### config.mk
export PLATFORM = sky130hd
export DESIGN_NAME = dwc_top
export DESIGN_NICKNAME = d
export VERILOG_FILES = /design/src/rtl/dwc_pkg.sv /design/src/rtl/dwc_dir.sv /design/src/rtl/dwc_ackcnt.sv /design/src/rtl/dwc_seq.sv /design/src/rtl/dwc_top.sv
export SDC_FILE = /design/constraint.sdc
export NUM_CORES = 1
export LEC_CHECK = 0
export BUFFER_PORTS_ARGS = -buffer_cell sky130_fd_sc_hd__buf_2
export CORE_MARGIN = 2
export CORE_UTILIZATION = 49
export DETAILED_ROUTE_END_ITERATION = 10
export GPL_TIMING_DRIVEN = 0
export PLACE_DENSITY = 0.75
export SLEW_MARGIN = 20
export SYNTH_ARGS = -nofsm -noshare
export SYNTH_HDL_FRONTEND = slang
export SYNTH_HIERARCHICAL = 1
export SYNTH_SLANG_ARGS = --single-unit
### constraint.sdc
create_clock -name clk -period 3.3 [get_ports clk]
set_input_delay 0.825 -clock clk [delete_from_list [all_inputs] [get_ports clk]]
set_output_delay 0.825 -clock clk [all_outputs]
set_load 0.1 [all_outputs]
### src/rtl/dwc_pkg.sv
package dwc_pkg;

   typedef enum logic [2:0] {
      S_IDLE  = 3'd0,
      S_LOOK  = 3'd1,
      S_ISEND = 3'd2,
      S_IWAIT = 3'd3,
      S_CWR   = 3'd4,
      S_USEND = 3'd5,
      S_MEM   = 3'd6
   } seq_st_t;

   function automatic logic [5:0] pop32(input logic [31:0] v);
      logic [5:0] n;
      n = '0;
      for (int i = 0; i < 32; i++) n = n + {5'd0, v[i]};
      return n;
   endfunction

endpackage

### src/rtl/dwc_dir.sv
module dwc_dir #(
   parameter int NPROC = 4,
   parameter int NLINE = 8,
   parameter int LINEW = 3
) (
   input  logic             clk,
   input  logic             rst_n,
   input  logic [LINEW-1:0] rd_line,
   output logic [NPROC-1:0] rd_vec,
   input  logic             wr_en,
   input  logic [LINEW-1:0] wr_line,
   input  logic [NPROC-1:0] wr_vec,
   input  logic             bset,
   input  logic [LINEW-1:0] bset_line,
   input  logic             bclr,
   input  logic [LINEW-1:0] bclr_line,
   output logic [NLINE-1:0] busy_q
);

   logic [NPROC-1:0] ent_q [NLINE];

   for (genvar l = 0; l < NLINE; l++) begin : g_line
      always_ff @(posedge clk or negedge rst_n) begin
         if (!rst_n) begin
            ent_q[l]  <= '0;
            busy_q[l] <= 1'b0;
         end else begin
            if (wr_en && (wr_line == LINEW'(l))) ent_q[l] <= wr_vec;
            if (bset && (bset_line == LINEW'(l)))      busy_q[l] <= 1'b1;
            else if (bclr && (bclr_line == LINEW'(l))) busy_q[l] <= 1'b0;
         end
      end
   end

   assign rd_vec = ent_q[rd_line];

   // one sequencer, so never more than one line busy
   a_r10_single_busy: assert property (@(posedge clk) disable iff (!rst_n)
      $countones(busy_q) <= 1);

endmodule

### src/rtl/dwc_ackcnt.sv
module dwc_ackcnt
   import dwc_pkg::*;
#(
   parameter int NPROC = 4,
   parameter int CW    = 3
) (
   input  logic             clk,
   input  logic             rst_n,
   input  logic             load,
   input  logic [NPROC-1:0] load_mask,
   input  logic             active,
   input  logic [NPROC-1:0] ack,
   output logic             last
);

   logic [NPROC-1:0] pend_q;
   logic [CW-1:0]    cnt_q;
   logic [NPROC-1:0] got;
   logic [CW-1:0]    got_n;

   assign got   = active ? (ack & pend_q) : '0;
   assign got_n = CW'(pop32(32'(got)));
   assign last  = active && (cnt_q != '0) && (got_n == cnt_q);

   always_ff @(posedge clk or negedge rst_n) begin
      if (!rst_n) begin
         pend_q <= '0;
         cnt_q  <= '0;
      end else if (load) begin
         pend_q <= load_mask;
         cnt_q  <= CW'(pop32(32'(load_mask)));
      end else if (active) begin
         pend_q <= pend_q & ~got;
         cnt_q  <= cnt_q - got_n;
      end
   end

   // counted acknowledgements never exceed those outstanding
   a_r6_no_underflow: assert property (@(posedge clk) disable iff (!rst_n)
      active |-> (got_n <= cnt_q));

endmodule

### src/rtl/dwc_seq.sv
module dwc_seq
   import dwc_pkg::*;
#(
   parameter int NPROC = 4,
   parameter int LINEW = 3,
   parameter int PIDW  = 2,
   parameter int DW    = 16
) (
   input  logic             clk,
   input  logic             rst_n,
   input  logic             mode_upd,
   input  logic             req_valid,
   input  logic             line_busy,
   output logic             req_ready,
   input  logic [PIDW-1:0]  req_pid,
   input  logic [LINEW-1:0] req_line,
   input  logic [DW-1:0]    req_data,
   input  logic [NPROC-1:0] dir_rd_vec,
   output logic [LINEW-1:0] cur_line,
   output logic             dir_wr_en,
   output logic [NPROC-1:0] dir_wr_vec,
   output logic             bset,
   output logic             bclr,
   output logic             cnt_load,
   output logic [NPROC-1:0] cnt_mask,
   output logic             cnt_active,
   input  logic             cnt_last,
   output logic             rsp_valid,
   output logic [NPROC-1:0] rsp_sharers,
   output logic [NPROC-1:0] coh_inv,
   output logic [NPROC-1:0] coh_upd,
   output logic [DW-1:0]    cur_data,
   output logic             cwr_valid,
   output logic [PIDW-1:0]  cwr_pid,
   output logic             mem_wr_valid
);

   seq_st_t          st_q, st_d;
   logic [PIDW-1:0]  pid_q;
   logic [LINEW-1:0] line_q;
   logic [DW-1:0]    data_q;
   logic             upd_q;
   logic [NPROC-1:0] oth_q;
   logic [NPROC-1:0] own_oh;
   logic [NPROC-1:0] oth_c;
   logic             accept;

   assign req_ready = (st_q == S_IDLE) && !line_busy;
   assign accept    = req_valid && req_ready;
   assign own_oh    = NPROC'(1) << pid_q;
   assign oth_c     = dir_rd_vec & ~own_oh;

   always_comb begin
      st_d = st_q;
      unique case (st_q)
         S_IDLE:  if (accept) st_d = S_LOOK;
         S_LOOK:  st_d = (!upd_q && (oth_c != '0)) ? S_ISEND : S_CWR;
         S_ISEND: st_d = S_IWAIT;
         S_IWAIT: if (cnt_last) st_d = S_CWR;
         S_CWR:   st_d = (upd_q && (oth_q != '0)) ? S_USEND : S_MEM;
         S_USEND: st_d = S_MEM;
         S_MEM:   st_d = S_IDLE;
         default: st_d = S_IDLE;
      endcase
   end

   always_ff @(posedge clk or negedge rst_n) begin
      if (!rst_n) begin
         st_q   <= S_IDLE;
         pid_q  <= '0;
         line_q <= '0;
         data_q <= '0;
         upd_q  <= 1'b0;
         oth_q  <= '0;
      end else begin
         st_q <= st_d;
         if (accept) begin
            pid_q  <= req_pid;
            line_q <= req_line;
            data_q <= req_data;
            upd_q  <= mode_upd;
         end
         if (st_q == S_LOOK) oth_q <= oth_c;
      end
   end

   assign cur_line     = line_q;
   assign cur_data     = data_q;
   assign cwr_pid      = pid_q;
   assign dir_wr_en    = (st_q == S_LOOK);
   assign dir_wr_vec   = upd_q ? (dir_rd_vec | own_oh) : own_oh;
   assign bset         = accept;
   assign bclr         = (st_q == S_MEM);
   assign cnt_load     = (st_q == S_LOOK) && !upd_q;
   assign cnt_mask     = oth_c;
   assign cnt_active   = (st_q == S_IWAIT);
   assign rsp_valid    = (st_q == S_LOOK);
   assign rsp_sharers  = (st_q == S_LOOK) ? oth_c : '0;
   assign coh_inv      = (st_q == S_ISEND) ? oth_q : '0;
   assign coh_upd      = (st_q == S_USEND) ? oth_q : '0;
   assign cwr_valid    = (st_q == S_CWR);
   assign mem_wr_valid = (st_q == S_MEM);

   a_r2_rsp_single: assert property (@(posedge clk) disable iff (!rst_n)
      rsp_valid |=> !rsp_valid);

   a_r10_no_ready_active: assert property (@(posedge clk) disable iff (!rst_n)
      (st_q != S_IDLE) |-> !req_ready);

   a_r8_mem_after_last: assert property (@(posedge clk) disable iff (!rst_n)
      mem_wr_valid |-> ($past(cwr_valid) || ($past(coh_upd) != '0)));

   a_r6_cwr_after_acks: assert property (@(posedge clk) disable iff (!rst_n)
      (cwr_valid && !upd_q && (oth_q != '0)) |-> $past(cnt_last));

   a_r3_inv_entry: assert property (@(posedge clk) disable iff (!rst_n)
      ((st_q == S_LOOK) && !upd_q) |=> (dir_rd_vec == $past(own_oh)));

   a_r11_mode_held: assert property (@(posedge clk) disable iff (!rst_n)
      (st_q != S_IDLE && st_q != S_LOOK) |-> $stable(upd_q));

endmodule

### src/rtl/dwc_top.sv
module dwc_top #(
   parameter int NPROC = 4,
   parameter int NLINE = 8,
   parameter int DW    = 16,
   localparam int PIDW  = (NPROC > 1) ? $clog2(NPROC) : 1,
   localparam int LINEW = (NLINE > 1) ? $clog2(NLINE) : 1,
   localparam int CW    = $clog2(NPROC + 1)
) (
   input  logic             clk,
   input  logic             rst_n,
   input  logic             mode_upd,
   input  logic             req_valid,
   output logic             req_ready,
   input  logic [PIDW-1:0]  req_pid,
   input  logic [LINEW-1:0] req_line,
   input  logic [DW-1:0]    req_data,
   output logic             rsp_valid,
   output logic [NPROC-1:0] rsp_sharers,
   output logic [NPROC-1:0] coh_inv,
   output logic [NPROC-1:0] coh_upd,
   output logic [LINEW-1:0] coh_line,
   output logic [DW-1:0]    coh_data,
   input  logic [NPROC-1:0] coh_ack,
   output logic             cwr_valid,
   output logic [PIDW-1:0]  cwr_pid,
   output logic [LINEW-1:0] cwr_line,
   output logic [DW-1:0]    cwr_data,
   output logic             mem_wr_valid,
   output logic [LINEW-1:0] mem_wr_line,
   output logic [DW-1:0]    mem_wr_data
);

   if (NPROC < 2 || NPROC > 32) begin : g_bad_nproc
      $error("dwc_top: NPROC must lie in 2..32");
   end
   if (NLINE < 1 || NLINE > 1024) begin : g_bad_nline
      $error("dwc_top: NLINE must lie in 1..1024");
   end
   if (DW < 1) begin : g_bad_dw
      $error("dwc_top: DW must be positive");
   end

   logic [NPROC-1:0] dir_rd_vec, dir_wr_vec, cnt_mask;
   logic [LINEW-1:0] cur_line;
   logic [DW-1:0]    cur_data;
   logic [NLINE-1:0] busy_q;
   logic             dir_wr_en, bset, bclr, cnt_load, cnt_active, cnt_last;

   dwc_dir #(.NPROC(NPROC), .NLINE(NLINE), .LINEW(LINEW)) u_dir (
      .clk(clk), .rst_n(rst_n),
      .rd_line(cur_line), .rd_vec(dir_rd_vec),
      .wr_en(dir_wr_en), .wr_line(cur_line), .wr_vec(dir_wr_vec),
      .bset(bset), .bset_line(req_line),
      .bclr(bclr), .bclr_line(cur_line),
      .busy_q(busy_q)
   );

   dwc_ackcnt #(.NPROC(NPROC), .CW(CW)) u_cnt (
      .clk(clk), .rst_n(rst_n),
      .load(cnt_load), .load_mask(cnt_mask),
      .active(cnt_active), .ack(coh_ack), .last(cnt_last)
   );

   dwc_seq #(.NPROC(NPROC), .LINEW(LINEW), .PIDW(PIDW), .DW(DW)) u_seq (
      .clk(clk), .rst_n(rst_n), .mode_upd(mode_upd),
      .req_valid(req_valid), .line_busy(busy_q[req_line]), .req_ready(req_ready),
      .req_pid(req_pid), .req_line(req_line), .req_data(req_data),
      .dir_rd_vec(dir_rd_vec), .cur_line(cur_line),
      .dir_wr_en(dir_wr_en), .dir_wr_vec(dir_wr_vec),
      .bset(bset), .bclr(bclr),
      .cnt_load(cnt_load), .cnt_mask(cnt_mask),
      .cnt_active(cnt_active), .cnt_last(cnt_last),
      .rsp_valid(rsp_valid), .rsp_sharers(rsp_sharers),
      .coh_inv(coh_inv), .coh_upd(coh_upd), .cur_data(cur_data),
      .cwr_valid(cwr_valid), .cwr_pid(cwr_pid), .mem_wr_valid(mem_wr_valid)
   );

   assign coh_line    = cur_line;
   assign coh_data    = cur_data;
   assign cwr_line    = cur_line;
   assign cwr_data    = cur_data;
   assign mem_wr_line = cur_line;
   assign mem_wr_data = cur_data;

endmodule

==> metrics.txt, run 1 <==
setup ws final 0.0744 ns; DIE AREA 9480 um2; Clk Latency, worst-skew pair 0.36 ns; fmax 0.310 GHz; pin count of the biggest net entering global routing 44; CTS tree done; measured slew at the worst slew-check pin approximately 0.48 ns; WP data arrival between 2 and 2.5 ns; wire length per cell 15.8 um; global-route wire length before repair about 15000 um; Hold Vio Cnt, Final 0; number of I/O port buffers 103; Worst-path clk slew 0.09 ns; fraction of registers with async set or reset after synthesis 1.00; Worst setup EP type output port; Worst Hold Class in -> async; Synth warnings 6; DRC Markers 0; setup slack at placement -0.254 ns; Setup CP Type reg -> out; hold buffers post-CTS 0; Final Util 0.622; Post-Syn Area 4270 um2; HPWL after DPL 6260 um; GPL Wtd Cong 0.750; die height 97.4 um; post-place instance area between 4000 and 5000 um2; final setup fails 0; Slew Viols, Final 0; clk buf depth 2; Period Utilization, post-route 0.977; die width 97.4 um; Area growth syn-to-layout 25.2%; Primary FF master, synth dfrtp_1; Seq/Total Area, Yosys 0.445; drt total wl 9000 um; worst endpoint required time 2.47 ns; H-tree Lvls 3; Overflow after GRT 0; CTS sink cnt 76; total CTS buffers 9; post-route ant nets 0; # IOs 104; FF+latch count, synth 76; final instance area 5350 um2; layout cells sized above 1 0.561; via count 3012; root buffer cell clkbuf_8; core area 8590 um2; min Tclk post-route 3.23 ns; Mean Syn Cell Area 12.7 um2; Max-cap violations 0; largest fanout on the critical path 8; FP Rows 34; startpoint types flop; Diodes inserted 0; Slew Limit Headroom 0.678; Post-Syn Nets 375; first-pass detailed-route iteration total 5; drt initial violations ~160; Vias/cell 5.28; clk_skew 0.0134 ns; cell count after synthesis 337; number of global-route vias before repair 3057; EDFF count, synth 0; initial antenna violation count 0; library cells used by synthesis 46; nets@finish 495; outcome complete, no violations; initial core utilization 0.497; GRT Util Overall 0.198; R2R depth 12
==> cells in the mapped netlist, types with 5 or more instances <==
cell type | n | area share
dfrtp_1 | 76 | 0.45
mux2_2 | 42 | 0.11
buf_4 | 40 | 0.070
nand2_1 | 24 | 0.021
mux2_4 | 18 | 0.063
inv_1 | 11 | 0.0097
and3_1 | 10 | 0.015
mux4_1 | 10 | 0.061
nor2_1 | 9 | 0.0079
o21ai_0 | 9 | 0.011
and2_1 | 6 | 0.0088
ha_1 | 6 | 0.018
nand4b_1 | 6 | 0.012
nor2b_1 | 6 | 0.0088
a21o_1 | 5 | 0.0088
==> layout make-up <==
cell class | count | area (um2)
tap | 108 | 135
multi-input combinational | 201 | 2020
buffer | 48 | 389
timing repair buffer | 110 | 602
clock inverter | 6 | 111
fill | 695 | 3250
clock buffer | 10 | 138
inverter | 11 | 41.3
sequential | 76 | 1910
==> final timing paths <==
check / from / end / slack (ns)
setup / recovery: u_seq/cur_line[0] / rsp_sharers[3] / 0.07
hold / removal: rst_n / u_seq/cur_data[11] / 0.41
setup reg to reg: u_seq/st_q[1] / u_cnt/cnt_q[2] / 0.08
hold reg to reg: u_dir/busy_q[4] / u_dir/busy_q[4] / 0.50
max in group asynchronous: rst_n / u_seq/cur_line[1] / 2.30
min in group clk: u_dir/busy_q[4] / u_dir/busy_q[4] / 0.50
==> per-layer routing <==
layer,vias to the layer above,GRT usage,part of all wire
met3,8,0.0410,0.048
met4,0,0.0545,0.0099
met5,-,0,0
met1,1499,0.271,0.45
li1,1431,-,-
met2,74,0.321,0.49
==> critical path, cell delays in order (launching register included) <==
cell,delay [ns]
dfrtp_4,0.44
buf_6,0.15
mux4_1,0.56
mux2_4,0.30
a21boi_1,0.17
and3_2,0.25
buf_8,0.18
==> logic make-up after synthesis <==
group,synth area share
xor+xnor,0.00205
buf+inv,0.0993
mux,0.238
simple gates,0.131
fa+ha+maj,0.0316
flops,0.445
compound gates,0.0536
==> what timing repair did <==
item,in CTS,in global routing
pin swaps,0,2
endpoints found under the setup margin,7,6
gates resized for setup,9,13
setup buffers,5,1
==> layout by cell type (no fill, tap or decap), types with 2 or more instances in the layout <==
cell type   n
buf_2      99
dfrtp_1    70
buf_4      47
mux2_2     37
mux2_4     23
nand2_1    23
clkbuf_8   10
inv_1      10
o21ai_0     9
and3_1      8
mux4_1      8
nor2_1      7
nand4b_1    6
nor2b_1     5
a21o_1      5
and2_1      5
buf_6       4
nand2b_1    4
ha_1        4
a22o_1      4
a32o_1      4
dfrtp_2     4
bufinv_16   3
buf_12      3
nand4bb_1   3
and4bb_2    3
mux4_2      2
clkbuf_4    2
nand3_1     2
a21oi_2     2
clkbuf_1    2
or4b_1      2
fa_1        2
nand4_1     2
o2bb2ai_1   2
nor2_2      2
nor4_1      2
nor4b_1     2
dfrtp_4     2
==> state kept, by name, indices dropped and copies added (netlist names) <==
register and count:
u_dir/ent_q 32, u_seq/cur_data 16, u_dir/busy_q 8, u_cnt/pend_q 4, u_seq/oth_q 4, u_cnt/cnt_q 3
u_seq/cur_line 3, u_seq/st_q 3, u_seq/cwr_pid 2, u_seq/upd_q 1
==> stage by stage <==
| stage | cells | hold WS, ns | TNS, ns |
|---|---|---|---|
| 3_3_place_gp | 548 | 0.470 | -0.264 |
| 3_5_place_dp | 549 | 0.484 | -0.512 |
| 6_report | 570 | 0.407 | 0 |
| 5_1_grt | 570 | 0.445 | -0.00150 |
| 2_1_floorplan | 337 | 0.451 | -5.75 |
| 4_1_cts | 569 | 0.423 | 0 |
Power of run 1 is not shown: default switching activity piles up to over one toggle a cycle in this logic, so the estimate is an artifact.
==> run 2: changes to the inputs <==
--- a/config.mk
+++ b/config.mk
@@ -5,12 +5,16 @@
 export SDC_FILE = /design/constraint.sdc
 export NUM_CORES = 1
 export LEC_CHECK = 0
+export ABC_AREA = 1
 export BUFFER_PORTS_ARGS = -buffer_cell sky130_fd_sc_hd__buf_2
+export CAP_MARGIN = 20
+export CELL_PAD_IN_SITES_DETAIL_PLACEMENT = 1
+export CELL_PAD_IN_SITES_GLOBAL_PLACEMENT = 2
 export CORE_MARGIN = 2
-export CORE_UTILIZATION = 49
+export CORE_UTILIZATION = 27
 export DETAILED_ROUTE_END_ITERATION = 10
 export GPL_TIMING_DRIVEN = 0
-export PLACE_DENSITY = 0.75
+export PLACE_DENSITY = 0.74
 export SLEW_MARGIN = 20
 export SYNTH_ARGS = -nofsm -noshare
 export SYNTH_HDL_FRONTEND = slang
==> metrics.txt, run 2 <==
Worst-path clk slew about 0.06 ns; Seq/Total Area, Yosys 0.440; Overflow after GRT 0; drt initial violations 147; commonest non-fill, non-tap cell in the layout nand2_1; Setup CP Type reg -> out; CP max stage cell dfrtp_2; GPL Wtd Cong 0.776; global-route wire length before repair roughly 20000 um; DIE AREA about 17000 um2; outcome complete, no violations; root buffer cell clkbuf_16; EDFF count, synth 0; crit-path cells buf_2 -> clkinvlp_4 -> nand3_1 -> nand2_1 -> nand2_1 -> nand2_1 -> o21ai_0 -> nor2_4 -> buf_4; Largest register FFs 32; post-route ant nets 0; number of fill cells 1994; post-synth top area share 0.440; unrepaired setup endpoints after global routing false; clk buf depth 2; Most flops, register u_dir/ent_q; Crit path max-delay family buffers and inverters; wire length per cell roughly 13 um; commonest cells after routing, fill and taps aside nand2_1 (224), buf_2 (101), inv_1 (87); fraction of registers with async set or reset after synthesis 1.00; most common cell in the netlist nand2_1; Diodes inserted 0; Worst setup EP type output port; Period Utilization, post-route 0.944; # IOs 104; drt total wl 12200 um; Slew Viols, Final 0; first-pass detailed-route iteration total 4; Post-Syn Area 4330 um2; largest fanout on the critical path 12; Primary FF master, synth dfrtp_1; measured slew at the worst slew-check pin between 0.6 and 0.7 ns; final non-filler cell total between 900 and 1000; HPWL after DPL 9310 um; layout cells sized above 1 0.277; FF+latch count, synth 76; Clk Latency, worst-skew pair between 0.3 and 0.4 ns; Post-Syn Nets 628; worst endpoint required time 2.47 ns; WP data arrival 2.29 ns; initial core utilization 0.274; via count 3909; Vias/cell 4.20; library cells used by synthesis 25; die width between 100 and 150 um; Worst Path Buf+Inv 3; largest area contributor in the netlist dfrtp_1; CTS sink cnt 76; top cells by area, synth dfrtp_1 (44%), nand2_1 (19%), inv_1 (7.8%); number of I/O port buffers 103; clk_skew 0.00716 ns; Mean Syn Cell Area 7.33 um2; core area about 16000 um2; DRC Markers 0; final setup fails 0; max incr delay on CP 0.52 ns; GRT Util Overall 0.150; startpoint types flop; initial antenna violation count 0; WHS 0.434 ns; Worst Hold Class in -> async; FP Rows 46; nets@finish 748; fmax 0.321 GHz; Hold Vio Cnt, Final 0; cell count after synthesis 590; Area growth syn-to-layout 28.1%; die height roughly 130 um; pin count of the biggest net entering global routing 47; placed instance count a little over 900; Synth top cells by count nand2_1 (224), inv_1 (90), dfrtp_1 (76); min Tclk post-route 3.12 ns; setup_tns 0 ns; CTS tree done; cell repeated most along the worst path nand2_1; Final Util 0.352; H-tree Lvls 3; Max-cap violations 0; number of global-route vias before repair between 4000 and 5000; Slew Limit Headroom 0.590; Synth warnings 6; total CTS buffers 9
## run 2: cell count changes in the layout (fill, tap and decap cells not counted), sizes merged, moves of 5 or more
cell	change
nor2b	-6
inv	+85
and2	-6
mux4	-10
o21ai	+43
a21o	-5
nand3	+28
and3	-10
mux2	-60
nor2	+25
nand2	+202
nand4b	-6
nor3	+6
## run 2: logic make-up (layout without fill, tap and decap cells)
group                    Yosys count  after routing  share of synthesized area
AO/OA/AOI/OAI                     62             62                     0.0763
adder cells (fa/ha/maj)            9              9                     0.0312
buffers and inverters            145            270                      0.169
flip-flops                        76             76                      0.440
AND/OR/NAND/NOR                  298            298                      0.284
## run 2: worst paths after layout
path	endpoint	startpoint	cells after the start	slack, ns
max reg2reg	u_seq/st_q[2]	u_seq/st_q[2]	16	0.29
max	rsp_sharers[0]	u_seq/cur_line[1]	9	0.18
min	u_dir/ent_q[21]	rst_n	1	0.43
max in group asynchronous	u_seq/cur_line[1]	rst_n	2	2.28
min reg2reg	u_dir/ent_q[21]	u_dir/ent_q[21]	2	0.49
min in group clk	u_dir/ent_q[21]	u_dir/ent_q[21]	2	0.49
## run 2: stage by stage
stage	area (um2)	setup slack [ns]
3_5_place_dp	5160	0.0180
5_1_grt	5540	0.00842
2_1_floorplan	4350	0.0398
6_report	5540	0.184
3_3_place_gp	5130	0.0603
4_1_cts	5490	0.00294
## run 2: area by class of cell
class / count / area (um2) / area share
well taps: 216 / 270 / 0.0487
repair buffers: 109 / 593 / 0.107
clock buffers: 11 / 243 / 0.0438
multi-input cells: 369 / 1720 / 0.311
inverters: 97 / 368 / 0.0664
clock inverters: 5 / 75.1 / 0.0135
flip-flops and latches: 76 / 1900 / 0.343
plain buffers: 48 / 368 / 0.0664
## run 2: worst reg2reg max path: stages, from the launching register on
cell and delay, ns:
dfrtp_1 0.44, inv_2 0.11, nand3_1 0.10, inv_2 0.14
inv_1 0.07, nor2_2 0.16, fa_1 0.42, ha_1 0.20
ha_1 0.27, inv_1 0.06, ha_1 0.27, nand3_1 0.08
nor3_2 0.21, nor2_1 0.09, inv_1 0.11, o21ai_0 0.09
a21oi_1 0.12
## run 2: per-layer routing
layer | GRT usage | vias to the layer above | wire length, um
li1 | - | 1999 | -
met5 | 0 | - | 0
met3 | 0.0293 | 11 | 555
met2 | 0.243 | 95 | 5440
met1 | 0.201 | 1804 | 6050
met4 | 0.0507 | 0 | 168
## run 2: timing repair
item	in CTS	in global routing
buffers inserted	0	5
gates resized for setup	5	6
pin swaps	0	0
cloned	0	0
hold buffers	0	0
endpoints found under the setup margin	4	7
Power of run 2 is left out for the same reason.
